File: src/rtl/exr_pkg.sv
// Package exr_pkg
// Shared types for the exception return load sequencer: the sequencer
// state encoding and the decoded instruction fields.
// Assumes the fixed 32-bit instruction layout, so field widths are fixed here.
package exr_pkg;

    localparam int unsigned INSTR_W = 32;
    localparam int unsigned RIDX_W  = 4;

    typedef enum logic [1:0] {
        ST_IDLE = 2'd0,
        ST_RD0  = 2'd1,
        ST_RD1  = 2'd2,
        ST_FIN  = 2'd3
    } exr_state_t;

    typedef struct packed {
        logic              hit;
        logic              pre;
        logic              up;
        logic              wback;
        logic [RIDX_W-1:0] rn;
    } exr_dec_t;

endpackage

File: src/rtl/exr_decode.sv
// Module exr_decode
// Purely combinational recogniser for the return-from-exception word.
// Produces a hit bit and the addressing / write-back fields.
// Assumes the fixed 32-bit encoding; no condition-code handling.
module exr_decode
    import exr_pkg::*;
(
    input  logic [INSTR_W-1:0] instr,
    output exr_dec_t           dec
);

    localparam logic [6:0]  TOP_PATTERN = 7'b1111100;
    localparam logic [15:0] LOW_PATTERN = 16'h0A00;

    // Match the fixed opcode bits and pull out the variable fields.
    always_comb begin
        dec.hit   = (instr[31:25] == TOP_PATTERN) && !instr[22] && instr[20]
                    && (instr[15:0] == LOW_PATTERN);
        dec.pre   = instr[24];
        dec.up    = instr[23];
        dec.wback = instr[21];
        dec.rn    = instr[19:16];
    end

endmodule

File: src/rtl/exr_addr_gen.sv
// Module exr_addr_gen
// Combinational address generator: derives the word-aligned first read
// address and the written-back base value from the base and two flags.
// Assumes wrap-around arithmetic in AW bits; WORD_BYTES is a power of two.
module exr_addr_gen #(
    parameter int unsigned AW         = 32,
    parameter int unsigned WORD_BYTES = 4
) (
    input  logic [AW-1:0] base,
    input  logic          pre,
    input  logic          up,
    output logic [AW-1:0] first_addr,
    output logic [AW-1:0] wb_value
);

    localparam int unsigned  PAIR_BYTES = 2 * WORD_BYTES;
    localparam int unsigned  ALIGN_BITS = $clog2(WORD_BYTES);
    localparam logic [AW-1:0] STEP_WORD = AW'(WORD_BYTES);
    localparam logic [AW-1:0] STEP_PAIR = AW'(PAIR_BYTES);
    localparam logic [AW-1:0] ALIGN_MASK = ~AW'(WORD_BYTES - 1);

    logic [AW-1:0] origin;
    logic [AW-1:0] skewed;

    // Choose origin: base when ascending, base minus a pair when descending.
    always_comb begin
        origin = up ? base : (base - STEP_PAIR);
    end

    // Step one word further when the before-flag equals the up-flag.
    always_comb begin
        skewed     = (pre == up) ? (origin + STEP_WORD) : origin;
        first_addr = skewed & ALIGN_MASK;
    end

    // Adjusted base for optional write-back.
    always_comb begin
        wb_value = up ? (base + STEP_PAIR) : (base - STEP_PAIR);
    end

    // ALIGN_BITS documents the masked width; keep it referenced.
    logic unused_align;
    assign unused_align = (ALIGN_BITS > AW);

endmodule

File: src/rtl/exr_seq_fsm.sv
// Module exr_seq_fsm
// Sequencer: gates on privilege, issues two ordered reads with a held
// request, captures the two words and emits a single completion pulse.
// Assumes decode and address inputs are valid whenever start is high.
module exr_seq_fsm
    import exr_pkg::*;
#(
    parameter int unsigned AW         = 32,
    parameter int unsigned DW         = 32,
    parameter int unsigned PRIVW      = 2,
    parameter int unsigned WORD_BYTES = 4,
    parameter logic [PRIVW-1:0] PRIV_USER = 2'b00,
    parameter logic [PRIVW-1:0] PRIV_HYP  = 2'b10
) (
    input  logic              clk,
    input  logic              rst_n,
    input  logic              start,
    input  exr_dec_t          dec,
    input  logic [PRIVW-1:0]  priv,
    input  logic [AW-1:0]     first_addr,
    input  logic [AW-1:0]     wb_value,
    input  logic              mem_rvalid,
    input  logic [DW-1:0]     mem_rdata,
    output logic              busy,
    output logic              mem_req,
    output logic [AW-1:0]     mem_addr,
    output logic              done,
    output logic [DW-1:0]     new_pc,
    output logic [DW-1:0]     new_status,
    output logic              wb_en,
    output logic [RIDX_W-1:0] wb_reg,
    output logic [AW-1:0]     wb_val,
    output logic              undef_flag,
    output logic              unpred_flag
);

    localparam logic [AW-1:0] NEXT_WORD = AW'(WORD_BYTES);

    exr_state_t        state_q, state_d;
    logic [AW-1:0]     addr_q;
    logic [AW-1:0]     wbv_q;
    logic [RIDX_W-1:0] rn_q;
    logic              wbk_q;
    logic [DW-1:0]     pc_q;
    logic [DW-1:0]     st_q;
    logic              undef_q;
    logic              unpred_q;
    logic              accept;
    logic              go_hyp;
    logic              go_user;

    // Classify a start seen while idle.
    always_comb begin
        accept  = start && dec.hit && (state_q == ST_IDLE);
        go_hyp  = accept && (priv == PRIV_HYP);
        go_user = accept && (priv == PRIV_USER);
    end

    // Next-state selection.
    always_comb begin
        state_d = state_q;
        unique case (state_q)
            ST_IDLE: if (accept && !go_hyp && !go_user) state_d = ST_RD0;
            ST_RD0:  if (mem_rvalid) state_d = ST_RD1;
            ST_RD1:  if (mem_rvalid) state_d = ST_FIN;
            ST_FIN:  state_d = ST_IDLE;
            default: state_d = ST_IDLE;
        endcase
    end

    // State register with synchronous active-low reset.
    always_ff @(posedge clk) begin
        if (!rst_n) state_q <= ST_IDLE;
        else        state_q <= state_d;
    end

    // Address and write-back context: latched at acceptance, stepped after read 0.
    always_ff @(posedge clk) begin
        if (!rst_n) begin
            addr_q <= '0;
            wbv_q  <= '0;
            rn_q   <= '0;
            wbk_q  <= 1'b0;
        end else if (state_q == ST_IDLE && state_d == ST_RD0) begin
            addr_q <= first_addr;
            wbv_q  <= wb_value;
            rn_q   <= dec.rn;
            wbk_q  <= dec.wback;
        end else if (state_q == ST_RD0 && mem_rvalid) begin
            addr_q <= addr_q + NEXT_WORD;
        end
    end

    // Capture of the two loaded words.
    always_ff @(posedge clk) begin
        if (!rst_n) begin
            pc_q <= '0;
            st_q <= '0;
        end else begin
            if (state_q == ST_RD0 && mem_rvalid) pc_q <= mem_rdata;
            if (state_q == ST_RD1 && mem_rvalid) st_q <= mem_rdata;
        end
    end

    // One-cycle privilege fault pulses.
    always_ff @(posedge clk) begin
        if (!rst_n) begin
            undef_q  <= 1'b0;
            unpred_q <= 1'b0;
        end else begin
            undef_q  <= go_hyp;
            unpred_q <= go_user;
        end
    end

    // Output drive.
    always_comb begin
        busy        = (state_q != ST_IDLE);
        mem_req     = (state_q == ST_RD0) || (state_q == ST_RD1);
        mem_addr    = addr_q;
        done        = (state_q == ST_FIN);
        new_pc      = pc_q;
        new_status  = st_q;
        wb_en       = done && wbk_q;
        wb_reg      = rn_q;
        wb_val      = wbv_q;
        undef_flag  = undef_q;
        unpred_flag = unpred_q;
    end

endmodule

File: src/rtl/exr_return_seq.sv
// Module exr_return_seq
// Top of the exception return load sequencer: decode, address generation
// and the load sequencer. The caller owns the register file and the PC.
// Assumes start is a single-cycle pulse that is honoured only while idle.
module exr_return_seq
    import exr_pkg::*;
#(
    parameter int unsigned AW    = 32,
    parameter int unsigned DW    = 32,
    parameter int unsigned PRIVW = 2
) (
    input  logic             clk,
    input  logic             rst_n,
    input  logic             start,
    input  logic [31:0]      instr,
    input  logic [AW-1:0]    base_val,
    input  logic [PRIVW-1:0] priv_level,
    output logic             busy,
    output logic             mem_req,
    output logic [AW-1:0]    mem_addr,
    input  logic             mem_rvalid,
    input  logic [DW-1:0]    mem_rdata,
    output logic             done,
    output logic [DW-1:0]    new_pc,
    output logic [DW-1:0]    new_status,
    output logic             wb_en,
    output logic [3:0]       wb_reg,
    output logic [AW-1:0]    wb_val,
    output logic             undef_flag,
    output logic             unpred_flag
);

    localparam int unsigned WORD_BYTES = DW / 8;

    exr_dec_t      dec;
    logic [AW-1:0] first_addr;
    logic [AW-1:0] wb_value;

    exr_decode u_dec (
        .instr (instr),
        .dec   (dec)
    );

    exr_addr_gen #(
        .AW         (AW),
        .WORD_BYTES (WORD_BYTES)
    ) u_agen (
        .base       (base_val),
        .pre        (dec.pre),
        .up         (dec.up),
        .first_addr (first_addr),
        .wb_value   (wb_value)
    );

    exr_seq_fsm #(
        .AW         (AW),
        .DW         (DW),
        .PRIVW      (PRIVW),
        .WORD_BYTES (WORD_BYTES)
    ) u_fsm (
        .clk         (clk),
        .rst_n       (rst_n),
        .start       (start),
        .dec         (dec),
        .priv        (priv_level),
        .first_addr  (first_addr),
        .wb_value    (wb_value),
        .mem_rvalid  (mem_rvalid),
        .mem_rdata   (mem_rdata),
        .busy        (busy),
        .mem_req     (mem_req),
        .mem_addr    (mem_addr),
        .done        (done),
        .new_pc      (new_pc),
        .new_status  (new_status),
        .wb_en       (wb_en),
        .wb_reg      (wb_reg),
        .wb_val      (wb_val),
        .undef_flag  (undef_flag),
        .unpred_flag (unpred_flag)
    );

endmodule

File: config.mk
export PLATFORM = sky130hd
export DESIGN_NAME = exr_return_seq
export DESIGN_NICKNAME = d
export VERILOG_FILES = /design/src/rtl/exr_pkg.sv /design/src/rtl/exr_decode.sv /design/src/rtl/exr_addr_gen.sv /design/src/rtl/exr_seq_fsm.sv /design/src/rtl/exr_return_seq.sv
export SDC_FILE = /design/constraint.sdc
export NUM_CORES = 1
export LEC_CHECK = 0
export BUFFER_PORTS_ARGS = -buffer_cell sky130_fd_sc_hd__buf_2
export CAP_MARGIN = 20
export CORE_MARGIN = 2
export CORE_UTILIZATION = 44
export CTS_CLUSTER_SIZE = 10
export DETAILED_ROUTE_END_ITERATION = 8
export PLACE_DENSITY = 0.8
export SLEW_MARGIN = 40
export SYNTH_ARGS = -nofsm -noshare
export SYNTH_HDL_FRONTEND = slang
export SYNTH_SLANG_ARGS = --single-unit
File: constraint.sdc
create_clock -name clk -period 7.5 [get_ports clk]
set_clock_uncertainty 0.05 [all_clocks]
set_input_delay 1.125 -clock clk [delete_from_list [all_inputs] [get_ports clk]]
set_output_delay 1.125 -clock clk [all_outputs]
set_load 0.05 [all_outputs]
==> flow_summary.toml, run 1 <==
[timing]
finalCriticalPeriod_ps = 4320
setup_viol = 0
slew_viol_final = 0
setup_tns_ps = 0
hold_slack_ps = 408
clock.fmax_mhz = 231
timing.final.crit_share_pct = 57.6
relSlewSlack_pct = 48.6
tightest_slew_ps = 765
hold_viol = 0
rsz0062_at_grt = "no"

[critical_path]
worst-path-buf-inv = 2
critPathLaunchType = "input pin"
cp_cell_sequence = "buf_2 > inv_1 > ha_1 > or4b_2 > nor3_1 > mux2i_1 > nor4_4 > nand4_1 > mux2_2 > o2111ai_1 > a21oi_1"
path_max_fanout = 8
cp.arrival_ps = 4580
worstPathRequired_ps = 7750
crit_type = "in2reg"
critPathTopFamily = "simple AND/OR/NAND/NOR gates"
cp-end-kind = "flip-flop"
cp_slowest_stage_delay_ps = 690
crit_path_top_delay_cell = "or4b_2"

[logic_synthesis]
yosysWarnings = 0
syn_inst = 1032
synth_top_cell_by_area = "dfxtp_1"
yosysUniqueCellTypes = 57
synth_top_area_share_pct = 34.2
netlist_area_um2 = 7890
synth_area_leaders = "dfxtp_1 34%, nand2_1 13%, a21boi_0 9.2%"
ys_seq_area_share_pct = 34.2
async_reset_ff_share_pct = 0
avgSynthCellArea_um2 = 7.65
ys.flop_type = "dfxtp_1"
yosys_register_bits = 135
synth_edf_count = 0

[run_status]
status = "finished, final reports clean"

[placed_design]
dp.cells = 1426
port_buffers = 237
post-dp-hpwl_um = 16600
placed_area_um2 = 9130
routabilityCongestion = 0.904

[route]
avgRoutedWirePerCell_um = 15.6
via_count = 7951
drt_pass1_iterations = 5
finalWirelength_um = 22800
post-route-drc-count = 0
vias_per_cell = 5.45
drtAntennaViolNets = 0
drt_iter0_drc = 550

[finish]
fin_nets = 1333
drive_gt1_share_pct = 24.2
area_delta_synth_final_pct = 23.7
n_antenna_cell = 0
finalInstanceArea_um2 = 9760
fillerInstances = 1647
fin_cells = 1458

[power]
powerDensity_nw_per_um2 = 284
leakage_nw = 4.14
ir_drop_v = 0.000169

[floorplan]
dieWidth_um = 138
coreArea_um2 = 17400
start_util_pct = 45.3
die_area_um2 = 19000
rows = 48
die_height_um = 138
ioPinCount = 240

[global_routing]
grt_util_met3_pct = 6.40
grt_pass1_vias = 7116
grt.busiest_layer = "met2"
grtUsageMet1_pct = 29.1
antenna_found_initial = 0
grt_usage_pct = 23.3
grt_max_degree = 93
grt_overflow = 0
grt_pass1_wl_um = 35300
use_met2_pct = 39.4

[clock_network]
cts_resized = 0
clkTransAtPathRegs_ps = 70
htreeDepth = 4
cts_setup_buffers = 0
clk_path_buf_depth = 2
cts_sinks = 135
clock_latency_ps = 430
root_buffer = "clkbuf_16"
cts_made_buffers = 17
cts_tree = "done"
cts-hold-fix-buffers = 0

[run]
maxCapViolCount = 0

[hold_path]
hold_path.class = "reg2reg"
## final timing paths
path	slack [ps]	cells after the start	endpoint	startpoint
min	410	2	u_fsm.new_pc[10]$_SDFFE_PN0P_	u_fsm.new_pc[10]$_SDFFE_PN0P_
max reg2reg	4030	9	u_fsm.mem_addr[4]$_SDFFE_PN0P_	u_fsm.state_q[0]$_SDFF_PN0_
max	3180	11	u_fsm.mem_addr[25]$_SDFFE_PN0P_	base_val[3]
min reg2reg	410	2	u_fsm.new_pc[10]$_SDFFE_PN0P_	u_fsm.new_pc[10]$_SDFFE_PN0P_
## placed cells by master (no fill, tap or decap), types with 3 or more instances in the layout
cell type  instances
inv_1             18
nor3_1            23
inv_6              5
xor2_1            41
buf_2            236
nand2_1          264
or4b_2             3
or3_1              9
nor4_2             3
nor4b_1            5
and3_1            19
nand4_1           25
and2_1            14
nand2b_1           3
a31oi_1            5
or4_1             11
o21ai_0           31
nor2_1            44
nor4_1            18
ha_1              11
nor3b_1            5
o31ai_1            3
or2_2              5
buf_4              4
or4_4              4
o211ai_1           4
inv_8              4
mux2i_1            3
a21oi_1           22
dfxtp_1          135
xnor2_1           56
o211a_1           12
clkinv_8           3
o21a_1             4
clkbuf_16         17
nand3_1           27
a21boi_0          97
## stage by stage
step | setup slack [ps] | power (W) | util, %
after CTS | 3220 | 0.00280 | 56.0
after detailed placement | 2780 | 0.00190 | 52.4
after global placement | 2910 | 0.00189 | 52.3
final | 3180 | 0.00277 | 56.1
after floorplan | 3220 | 0.00164 | -
after global routing | 2960 | 0.00292 | 56.1
## cells in the mapped netlist (all sizes together), types with 3 or more instances
cell type  instances
o31ai              3
and2              14
o211a             12
or4               15
nor3b              5
clkbuf            63
or2                5
a21oi             22
mux2i              3
nand2b             3
nand2            265
o211ai             4
or3               10
xor2              41
xnor2             56
buf               11
o21a               5
nand4             25
dfxtp            135
or4b               3
a31oi              5
a21boi            97
nor4b              5
ha                11
o21ai             32
nor2              44
nand3             27
and3              19
nor3              23
inv               18
nor4              22
## cell type report
class                      instances  area, um2  share of cell area (%)
tap                              225        282                    2.88
clock inverter                    15        206                    2.11
inverter                          18       67.6                   0.692
clock buffer                      17        425                    4.36
multi-input combinational        806       4850                    49.6
sequential                       135       2700                    27.7
timing repair buffer             242       1230                    12.6
## worst reg2reg max path: stages, from the launching register on
cell and delay (ps):
dfxtp_1 340, inv_1 170, ha_1 390, inv_1 120, or4_1 530, nor4_1 410, and2_1 340, o21a_4 560
o211ai_1 240, and3_1 220
## logic make-up (layout without fill, tap and decap cells)
family | count (synthesis) | after routing | synth area share, %
simple gates | 493 | 493 | 30.0
compound gates | 198 | 198 | 17.8
flops | 135 | 135 | 34.2
xor+xnor | 97 | 97 | 10.8
buf+inv | 92 | 292 | 4.75
fa+ha+maj | 11 | 11 | 1.74
mux | 5 | 5 | 0.666
other cells | 1 | 2 | 0.0475
## where the power goes
part | internal, W | leakage [nW] | switching [W]
Combinational | 0.000253 | 2.74 | 0.000723
Clock | 0.000512 | 0.309 | 0.000375
Sequential | 0.000823 | 1.09 | 0.0000859
Total | 0.00159 | 4.14 | 0.00118
## layer usage
layer | vias up | part of all wire [%]
met2 | 340 | 48
met4 | 0 | 2.1
li1 | 3926 | -
met5 | - | 0
met3 | 39 | 8.9
met1 | 3646 | 41
Power figures use the tool's default switching activity.
==> inputs of run 2 (changes only) <==
--- a/config.mk
+++ b/config.mk
@@ -5,13 +5,14 @@
 export SDC_FILE = /design/constraint.sdc
 export NUM_CORES = 1
 export LEC_CHECK = 0
+export ABC_AREA = 1
 export BUFFER_PORTS_ARGS = -buffer_cell sky130_fd_sc_hd__buf_2
 export CAP_MARGIN = 20
 export CORE_MARGIN = 2
 export CORE_UTILIZATION = 44
 export CTS_CLUSTER_SIZE = 10
 export DETAILED_ROUTE_END_ITERATION = 8
-export PLACE_DENSITY = 0.8
+export PLACE_DENSITY = 0.79
 export SLEW_MARGIN = 40
 export SYNTH_ARGS = -nofsm -noshare
 export SYNTH_HDL_FRONTEND = slang
==> constraint.sdc (replaced) <==
create_clock -name clk -period 4.27 [get_ports clk]
set_clock_uncertainty 0.05 [all_clocks]
set_input_delay 0.6405 -clock clk [delete_from_list [all_inputs] [get_ports clk]]
set_output_delay 0.6405 -clock clk [all_outputs]
set_load 0.05 [all_outputs]
==> flow_summary.toml, run 2 <==
[run_status]
status = "finished, final reports clean"

[critical_path]
critPathLaunch = "u_fsm.state_q[0]$_SDFF_PN0_"
r2r_start = "u_fsm.state_q[0]$_SDFF_PN0_"
critPathTopFamily = "buffers and inverters"
reg2reg_to = "u_fsm.wb_val[14]$_SDFFE_PN0P_"
r2r_slack_ps = 1460
worstPathRequired_ps = 4560
path_max_fanout = 49
cp-end-kind = "flip-flop"
critPathLaunchType = "flip-flop"
crit_type = "reg2reg"
cp_slowest_stage_delay_ps = 470
cp.arrival_ps = 3100
crit_path_top_delay_cell = "inv_2"
cp_cell_sequence = "inv_1 > ha_1 > nand3_1 > nor3b_1 > nand3_1 > nand3_1 > nand3_2 > inv_2 > buf_12 > o21ai_0 > a41oi_1"
crit_top_cell = "nand3_1"
worst-path-stages = 11
crit_end = "u_fsm.wb_val[14]$_SDFFE_PN0P_"
worst-path-buf-inv = 3
ff2ff_path_depth = 11

[placed_design]
port_buffers = 237
dp.cells = 1779
routabilityCongestion = 0.974
post-dp-hpwl_um = 20200

[logic_synthesis]
synth_area_leaders = "dfxtp_1 32%, nand2_1 11%, nor2_1 10%"
avgSynthCellArea_um2 = 6.44
synth.top_cells.by_count = "257 x nand2_1, 233 x nor2_1, 147 x o21ai_0"
synth_top_family_by_area = "simple AND/OR/NAND/NOR gates"
muxShareOfSynthArea_pct = 0
yosysWarnings = 0
synthXorXnorAreaFrac_pct = 3.27
synth_edf_count = 0
async_reset_ff_share_pct = 0
netlist_area_um2 = 8580
ys_seq_area_share_pct = 31.5
synth_top_cell_by_area = "dfxtp_1"
synth_top_area_share_pct = 31.5
yosysUniqueCellTypes = 50
yosys.area_share.adder_pct = 1.60
syn_inst = 1332
yosysMostFrequentCell = "nand2_1"
post_synth_and_or_nand_nor_area_fraction_pct = 39.6
yosys_register_bits = 135
synth_compound_area_share_pct = 16.0
ys.flop_type = "dfxtp_1"

[clock_network]
cts-hold-fix-buffers = 0
cts_tree = "done"
cts_made_buffers = 17
clk_path_buf_depth = 2
htreeDepth = 4
cts_sinks = 135
root_buffer = "clkbuf_16"
clkTransAtPathRegs_ps = 60
cts_setup_buffers = 0
cts_resized = 0
clock_latency_ps = 420

[global_routing]
grt_pass1_vias = 8713
grt_pass1_wl_um = 42600
grt_max_degree = 65
grt_usage_pct = 25.5
antenna_found_initial = 0
grt_overflow = 0

[route]
dr_wl_met2_um = 12600
via_count = 9629
drt_iter0_drc = 644
dr.max_layer_used = "met4"
drtAntennaViolNets = 0
post-route-drc-count = 0
avgRoutedWirePerCell_um = 14.9
drt_pass1_iterations = 5
finalWirelength_um = 26900
vias_per_cell = 5.32
wl_met3_um = 2240
wl_met1_um = 11500

[timing]
clock.fmax_mhz = 356
finalCriticalPeriod_ps = 2810
hold_viol = 0
tightest_slew_ps = 619
slew_viol_final = 0
rsz0062_at_grt = "no"
relSlewSlack_pct = 58.7
timing.final.crit_share_pct = 65.8
setup_tns_ps = 0
setup_viol = 0

[hold_path]
hold_path.class = "in2reg"

[power]
pwr-share-comb_pct = 35.4
intPower_w = 0.00274
switchingPower_w = 0.00202
pwr-share-clk_pct = 30.9
p_total_w = 0.00476
leakage_nw = 4.82
netSwitchingFraction_pct = 42.5
ir_drop_v = 0.000296
p_seq_share_pct = 33.7
powerDensity_nw_per_um2 = 453

[finish]
fillerInstances = 1933
fin_nets = 1646
utilization_pct = 54.5
drive_gt1_share_pct = 24.1
area_delta_synth_final_pct = 22.4
final_common_cell = "nand2_1"
fin_cells = 1810
mostFrequentLayoutCells = "257 x nand2_1, 237 x buf_2, 233 x nor2_1"
n_antenna_cell = 0

[floorplan]
rows = 51
coreArea_um2 = 19300
dieWidth_um = 144
ioPinCount = 240
start_util_pct = 44.5
die_height_um = 144
die_area_um2 = 20600

[run]
maxCapViolCount = 0
[run 2: cell families after synthesis]
| logic type | count (synthesis) |
|---|---|
| AOI/OAI and AO/OA | 251 |
| xor gates and xnor gates | 32 |
| adders and majority gates | 11 |
| buffers and inverters | 175 |
| DFF | 135 |
| other | 1 |
| and+or+nand+nor | 727 |
[run 2: through the flow]
| step | hold slack [ps] | area, um2 | setup slack (ps) |
|---|---|---|---|
| detailed placement | 407 | 9920 | 1130 |
| CTS | 325 | 10500 | 1460 |
| finish | 340 | 10500 | 1460 |
| floorplan | 396 | 8580 | 1600 |
| global placement | 400 | 9900 | 1210 |
| global route | 336 | 10500 | 1180 |
[run 2: layout make-up]
cell class	count	area [um2]	area share (%)
clock buffers	18	439	4.18
inverters	109	409	3.89
flip-flops and latches	135	2700	25.7
clock inverters	13	143	1.36
multi-input cells	1023	5190	49.4
repair buffers	247	1290	12.2
well taps	265	332	3.16
[run 2: worst min-delay path by stage]
stage	cells after the start	startpoint	to	slack (ps)
global route	2	priv_level[1]	u_fsm.unpred_flag$_SDFF_PN0_	340
finish	2	priv_level[1]	u_fsm.unpred_flag$_SDFF_PN0_	340
global placement	2	u_fsm.wb_reg[0]$_SDFFE_PN0P_	u_fsm.wb_reg[0]$_SDFFE_PN0P_	400
CTS	2	priv_level[1]	u_fsm.unpred_flag$_SDFF_PN0_	320
detailed placement	2	u_fsm.wb_val[9]$_SDFFE_PN0P_	u_fsm.wb_val[9]$_SDFFE_PN0P_	410
floorplan	2	u_fsm.wbk_q$_SDFFE_PN0P_	u_fsm.wbk_q$_SDFFE_PN0P_	400
[run 2: layer usage]
layer / up-vias / GRT usage (%)
met2: 452 / 44.2
met1: 4323 / 32.1
met4: 0 / 8.51
met5: - / 0
li1: 4810 / -
met3: 44 / 4.30
[run 2: power groups by stage]
stage               Clock [W]  Sequential, W  Combinational, W
floorplan                   0        0.00221          0.000633
detailed placement          0        0.00163           0.00168
CTS                   0.00150        0.00160           0.00168
finish                0.00147        0.00161           0.00169
global route          0.00156        0.00163           0.00181
global placement            0        0.00163           0.00166
[run 2: worst register-to-register path: cells and delay by family (launching register included)]
family,cells,cell delay [ps]
AO/OA/AOI/OAI,2,300
adder cells (fa/ha/maj),1,260
buffers and inverters,3,910
flip-flops,1,350
AND/OR/NAND/NOR,5,850
